### src/rtl/fh_pkg.sv
package fh_pkg;
    typedef enum logic [1:0] {
        FH_L2_ONLY  = 2'b00,
        FH_ANY_MISS = 2'b01,
        FH_SELECT   = 2'b10,
        FH_OFF      = 2'b11
    } fh_mode_e;
endpackage

### src/rtl/fh_trigger_qual.sv
module fh_trigger_qual
    import fh_pkg::*;
(
    input  logic       iss_vld,
    input  logic [1:0] mode_sel,
    input  logic       pred_l2,
    input  logic       crit,
    input  logic       l1_miss,
    input  logic       l2_miss,
    output logic       trig
);
    fh_mode_e mode;
    assign mode = fh_mode_e'(mode_sel);

    always_comb begin
        trig = 1'b0;
        if (iss_vld) begin
            case (mode)
                FH_L2_ONLY:  trig = l2_miss;
                FH_ANY_MISS: trig = l1_miss | l2_miss;
                FH_SELECT:   trig = pred_l2 & crit;
                default:     trig = 1'b0;
            endcase
        end
    end

    // off mode never yields a trigger
    always_comb begin
        a_r4_off_quiet: assert (!(mode == FH_OFF && trig));
    end
    // selective mode rejects loads without the critical bit
    always_comb begin
        a_r3_select_needs_crit: assert (!(mode == FH_SELECT && !crit && trig));
    end
endmodule

### src/rtl/fh_track_table.sv
module fh_track_table #(
    parameter int DEPTH = 8,
    parameter int TAG_W = 6
) (
    input  logic             clk,
    input  logic             rst,
    input  logic             alloc_vld,
    input  logic [TAG_W-1:0] alloc_tag,
    input  logic             done_vld,
    input  logic [TAG_W-1:0] done_tag,
    input  logic             kill_vld,
    input  logic [TAG_W-1:0] kill_tag,
    output logic             any_live,
    output logic             full
);
    localparam int IDX_W = (DEPTH > 1) ? $clog2(DEPTH) : 1;

    typedef struct packed {
        logic [DEPTH-1:0]            live;
        logic [DEPTH-1:0][TAG_W-1:0] tag;
    } tbl_t;

    tbl_t             tbl_d, tbl_q;
    logic [DEPTH-1:0] free_mask;
    logic [IDX_W-1:0] free_idx;

    assign free_mask = ~tbl_q.live;

    always_comb begin
        free_idx = '0;
        for (int i = DEPTH - 1; i >= 0; i--) begin
            if (free_mask[i]) free_idx = IDX_W'(i);
        end
    end

    always_comb begin
        tbl_d = tbl_q;
        for (int i = 0; i < DEPTH; i++) begin
            if (tbl_q.live[i] &&
                ((done_vld && tbl_q.tag[i] == done_tag) ||
                 (kill_vld && tbl_q.tag[i] == kill_tag))) begin
                tbl_d.live[i] = 1'b0;
            end
        end
        if (alloc_vld && (|free_mask)) begin
            tbl_d.live[free_idx] = 1'b1;
            tbl_d.tag[free_idx]  = alloc_tag;
        end
    end

    always_ff @(posedge clk) begin
        if (rst) tbl_q <= '0;
        else     tbl_q <= tbl_d;
    end

    assign any_live = |tbl_q.live;
    assign full     = &tbl_q.live;

    // at most one entry is added per cycle
    a_r9_one_alloc: assert property (@(posedge clk) disable iff (rst)
        1'b1 |=> ($countones(tbl_q.live) <= $countones($past(tbl_q.live)) + 1));
    // a full table stays full unless something retires
    a_r9_full_holds: assert property (@(posedge clk) disable iff (rst)
        (full && !done_vld && !kill_vld) |=> full);
endmodule

### src/rtl/fh_halt_counter.sv
module fh_halt_counter #(
    parameter int CNT_W = 16
) (
    input  logic             clk,
    input  logic             rst,
    input  logic             halt,
    output logic [CNT_W-1:0] count
);
    localparam logic [CNT_W-1:0] CNT_MAX = '1;

    logic [CNT_W-1:0] cnt_d, cnt_q;

    always_comb begin
        cnt_d = cnt_q;
        if (halt && cnt_q != CNT_MAX) cnt_d = cnt_q + 1'b1;
    end

    always_ff @(posedge clk) begin
        if (rst) cnt_q <= '0;
        else     cnt_q <= cnt_d;
    end

    assign count = cnt_q;

    a_r12_step: assert property (@(posedge clk) disable iff (rst)
        (halt && cnt_q != CNT_MAX) |=> (cnt_q == $past(cnt_q) + 1'b1));
    a_r12_saturate: assert property (@(posedge clk) disable iff (rst)
        (cnt_q == CNT_MAX) |=> (cnt_q == CNT_MAX));
endmodule

### src/rtl/fetch_halt_ctrl.sv
module fetch_halt_ctrl #(
    parameter int DEPTH = 8,
    parameter int TAG_W = 6,
    parameter int CNT_W = 16
) (
    input  logic             clk,
    input  logic             rst,
    input  logic [1:0]       mode_sel,
    input  logic             iss_vld,
    input  logic [TAG_W-1:0] iss_tag,
    input  logic             iss_pred_l2,
    input  logic             iss_crit,
    input  logic             iss_l1_miss,
    input  logic             iss_l2_miss,
    input  logic             done_vld,
    input  logic [TAG_W-1:0] done_tag,
    input  logic             kill_vld,
    input  logic [TAG_W-1:0] kill_tag,
    output logic             fetch_halt,
    output logic [CNT_W-1:0] halt_cycles
);
    logic trig;
    logic any_live;
    logic tbl_full;

    fh_trigger_qual u_qual (
        .iss_vld  (iss_vld),
        .mode_sel (mode_sel),
        .pred_l2  (iss_pred_l2),
        .crit     (iss_crit),
        .l1_miss  (iss_l1_miss),
        .l2_miss  (iss_l2_miss),
        .trig     (trig)
    );

    fh_track_table #(.DEPTH(DEPTH), .TAG_W(TAG_W)) u_table (
        .clk       (clk),
        .rst       (rst),
        .alloc_vld (trig),
        .alloc_tag (iss_tag),
        .done_vld  (done_vld),
        .done_tag  (done_tag),
        .kill_vld  (kill_vld),
        .kill_tag  (kill_tag),
        .any_live  (any_live),
        .full      (tbl_full)
    );

    assign fetch_halt = any_live;

    fh_halt_counter #(.CNT_W(CNT_W)) u_cnt (
        .clk   (clk),
        .rst   (rst),
        .halt  (fetch_halt),
        .count (halt_cycles)
    );

    // a trigger halts fetch on the following cycle
    a_r5_halt_next: assert property (@(posedge clk) disable iff (rst)
        trig |=> fetch_halt);
    // halt cannot rise without a trigger
    a_r6_no_spurious_rise: assert property (@(posedge clk) disable iff (rst)
        (!fetch_halt && !trig) |=> !fetch_halt);
    // a full table keeps fetch halted
    a_r9_full_halts: assert property (@(posedge clk) disable iff (rst)
        tbl_full |-> fetch_halt);
    // reset clears halt and counter
    a_r11_reset: assert property (@(posedge clk)
        rst |=> (!fetch_halt && halt_cycles == '0));
endmodule

### config.mk
export PLATFORM = sky130hd
export DESIGN_NAME = fetch_halt_ctrl
export DESIGN_NICKNAME = d
export VERILOG_FILES = /design/src/rtl/fh_pkg.sv /design/src/rtl/fh_trigger_qual.sv /design/src/rtl/fh_track_table.sv /design/src/rtl/fh_halt_counter.sv /design/src/rtl/fetch_halt_ctrl.sv
export SDC_FILE = /design/constraint.sdc
export NUM_CORES = 1
export LEC_CHECK = 0
export ABC_AREA = 0
export BUFFER_PORTS_ARGS = -buffer_cell sky130_fd_sc_hd__buf_2
export CORE_AREA = 2 2 94 96
export DETAILED_ROUTE_END_ITERATION = 12
export DIE_AREA = 0 0 96 98
export PLACE_DENSITY = 0.74
export SYNTH_ARGS = -nofsm -noshare
export SYNTH_HDL_FRONTEND = slang
export SYNTH_HIERARCHICAL = 1
export SYNTH_SLANG_ARGS = --single-unit
### constraint.sdc
create_clock -name clk -period 3.9 [get_ports clk]
set_clock_uncertainty 0.15 [all_clocks]
set_input_delay 0.78 -clock clk [delete_from_list [all_inputs] [get_ports clk]]
set_output_delay 0.78 -clock clk [all_outputs]
set_load 0.03 [all_outputs]
==> run_results.csv <==
group,metric,value,unit
cells_and_area,antennaDiodeCount,0,
min_path,hold_end,"u_table/tbl_q[54]",
floorplanning,die_h,98,µm
cells_and_area,multi_input_area,0.00246,mm²
timing,rsz0062_at_grt,"no",
power,clockPowerShare,0.434,
cts,tritoncts,"yes",
setup_path,cp-end-kind,"output pin",
synth,yosys_warnings,6,
setup_path,cp.arrival,1660,ps
floorplanning,coreArea,0.00847,mm²
routing,vias,3367,
global_routing,antenna_found_initial,0,
timing,relSlewSlack,0.421,
status,run_status,"completed",
cells_and_area,area_delta_synth_final,11.4,%
cells_and_area,fillers,788,
cts,cts_root_buffer,"clkbuf_8",
timing,postLayoutSetupSlackWorst,1310,ps
global_routing,grt_usage,0.224,
min_path,hold_class,"register to register",
power,internal-power,1.16,mW
power,swShare,0.264,
cts,cts_hold_buffers,0,
routing,avgViaCountPerCell,5.69,
setup_path,regToRegSetupSlack,1590,ps
cts,cts.path.max_buffers,2,
setup_path,r2r_end,"u_cnt/count[11]",
routing,firstDrtPassIters,5,
routing,wirelength,10.1,mm
power,p_seq_frac,0.474,
timing,finalSetupTns,0,ps
floorplanning,dieArea,0.00941,mm²
cts,clk_pin_slew_worst_paths,80,ps
placed_design,io_buffers,45,
power,power.density,349,mW/mm²
cells_and_area,register_area,0.00144,mm²
timing,finalCriticalPeriod,2590,ps
timing,drv_slew,0,
setup_path,crit_path_start_kind,"register",
flow_run,cap_violations,0,
timing,setup_violations,0,
min_path,hold_path_startpoint,"u_table/tbl_q[54]",
synth,synth_nets,485,
power,p_leak,1.77,nW
global_routing,grt_max_degree,49,
global_routing,grt.overflow.total,0,
timing,worst_pin_slew,869,ps
placed_design,globalplace.congestion,0.865,
cells_and_area,fin_nets,509,
cts,cts_buffers,9,
cts,clock_sinks,72,
min_path,whs_path_depth,2,
routing,wire_per_inst,17.0,µm
cts,cts_resized,0,
cts,worstSkewPairLatency,360,ps
floorplanning,ios,46,
power,switching_power,0.416,mW
setup_path,cp.required,2970,ps
routing,drc,0,
routing,drt_iter0_markers,201,
setup_path,criticalPathCategory,"register to output pin",
cells_and_area,drive_above_1_share,0.147,
synth,syn_inst,455,
floorplanning,die_x,96,µm
setup_path,reg2reg_depth,5,
power,ir_drop,0.000200,V
placed_design,dp_hpwl,6.68,mm
timing,fin_crit_sh,0.665,
global_routing,grt_pass1_wl,16.3,mm
placed_design,dp_slack,1010,ps
setup_path,r2r-start,"u_table/tbl_q[51]",
timing,hold_viol_final,0,
synth,synth_area,0.00406,mm²
power,comb_power_share,0.092,
cts,cts_post_setup_buffers_inserted,0,
routing,ant_nets,0,
synth,syn_area_per_cell,8.93,µm²
setup_path,crit_fanout,14,
cts,htree_levels,3,
floorplanning,initial_core_util,0.480,
timing,fmax,386,MHz
floorplanning,rows,34,
global_routing,grt_pass1_vias,3279,
-- through the flow --
stage                util  instances  hold WS, ps  cell area, µm²  total power [mW]
finish              0.534        592          374            4520              1.58
global route        0.534        592          403            4520              1.63
CTS                 0.534        592          370            4520              1.58
detailed placement  0.508        576          359            4300             0.908
global placement    0.508        576          353            4300             0.905
floorplan               -        455          330            4060             0.868
-- worst max-delay path: stages (launching register included) --
cell	delay [ps]
dfxtp_1	470
nor4_1	350
nand2_1	240
buf_2	240
-- power groups by stage --
stage | combinational (mW) | clock [mW] | sequential (mW)
detailed placement | 0.143 | 0 | 0.766
floorplan | 0.102 | 0 | 0.767
global placement | 0.140 | 0 | 0.765
CTS | 0.144 | 0.692 | 0.748
finish | 0.145 | 0.685 | 0.748
global route | 0.157 | 0.720 | 0.749
-- layout by cell type, fill, tap and decap left out, types with 2 or more instances in the layout --
cell       instances
a31oi_1            5
nand2b_1           2
dfxtp_1           72
buf_2             45
inv_6              3
a21oi_1           20
inv_1              5
nor2b_1            3
nand3_1           11
bufinv_16          2
or3_1              3
xnor2_1           50
o21ai_0           10
mux2i_1           43
or4_1             23
buf_4              2
nand3b_1           2
xor2_1            48
o31ai_1            6
nor3_1             4
nor2_1            54
nand2_1           14
nor4_1             4
clkbuf_8           9
and4_1             3
nand4_1           21
-- metal layers --
metal  up-vias  GRT usage  wire (µm)
met3        17     0.0440        572
met4         0     0.0835        201
li1       1643          -          -
met1      1598      0.305       4590
met2       109      0.349       4680
met5         -          0          0
-- area by class of cell --
class,count,share of cell area
Clock buffer,9,0.0274
Clock inverter,7,0.0227
Inverter,5,0.00415
Multi-Input combinational cell,344,0.544
Sequential cell,72,0.319
Tap cell,108,0.0299
Timing Repair Buffer,47,0.0531
-- worst max path at each step --
stage                 startpoint         end  slack, ps  cells after the start
2_1_floorplan        mode_sel[0]    register       1460                      7
3_3_place_gp         mode_sel[0]    register       1010                      8
3_5_place_dp         mode_sel[0]    register       1010                      8
4_1_cts        u_table/tbl_q[51]  fetch_halt       1310                      3
5_1_grt              mode_sel[0]    register       1120                      8
6_report       u_table/tbl_q[51]  fetch_halt       1310                      3
(Power assumes the default switching activity.)
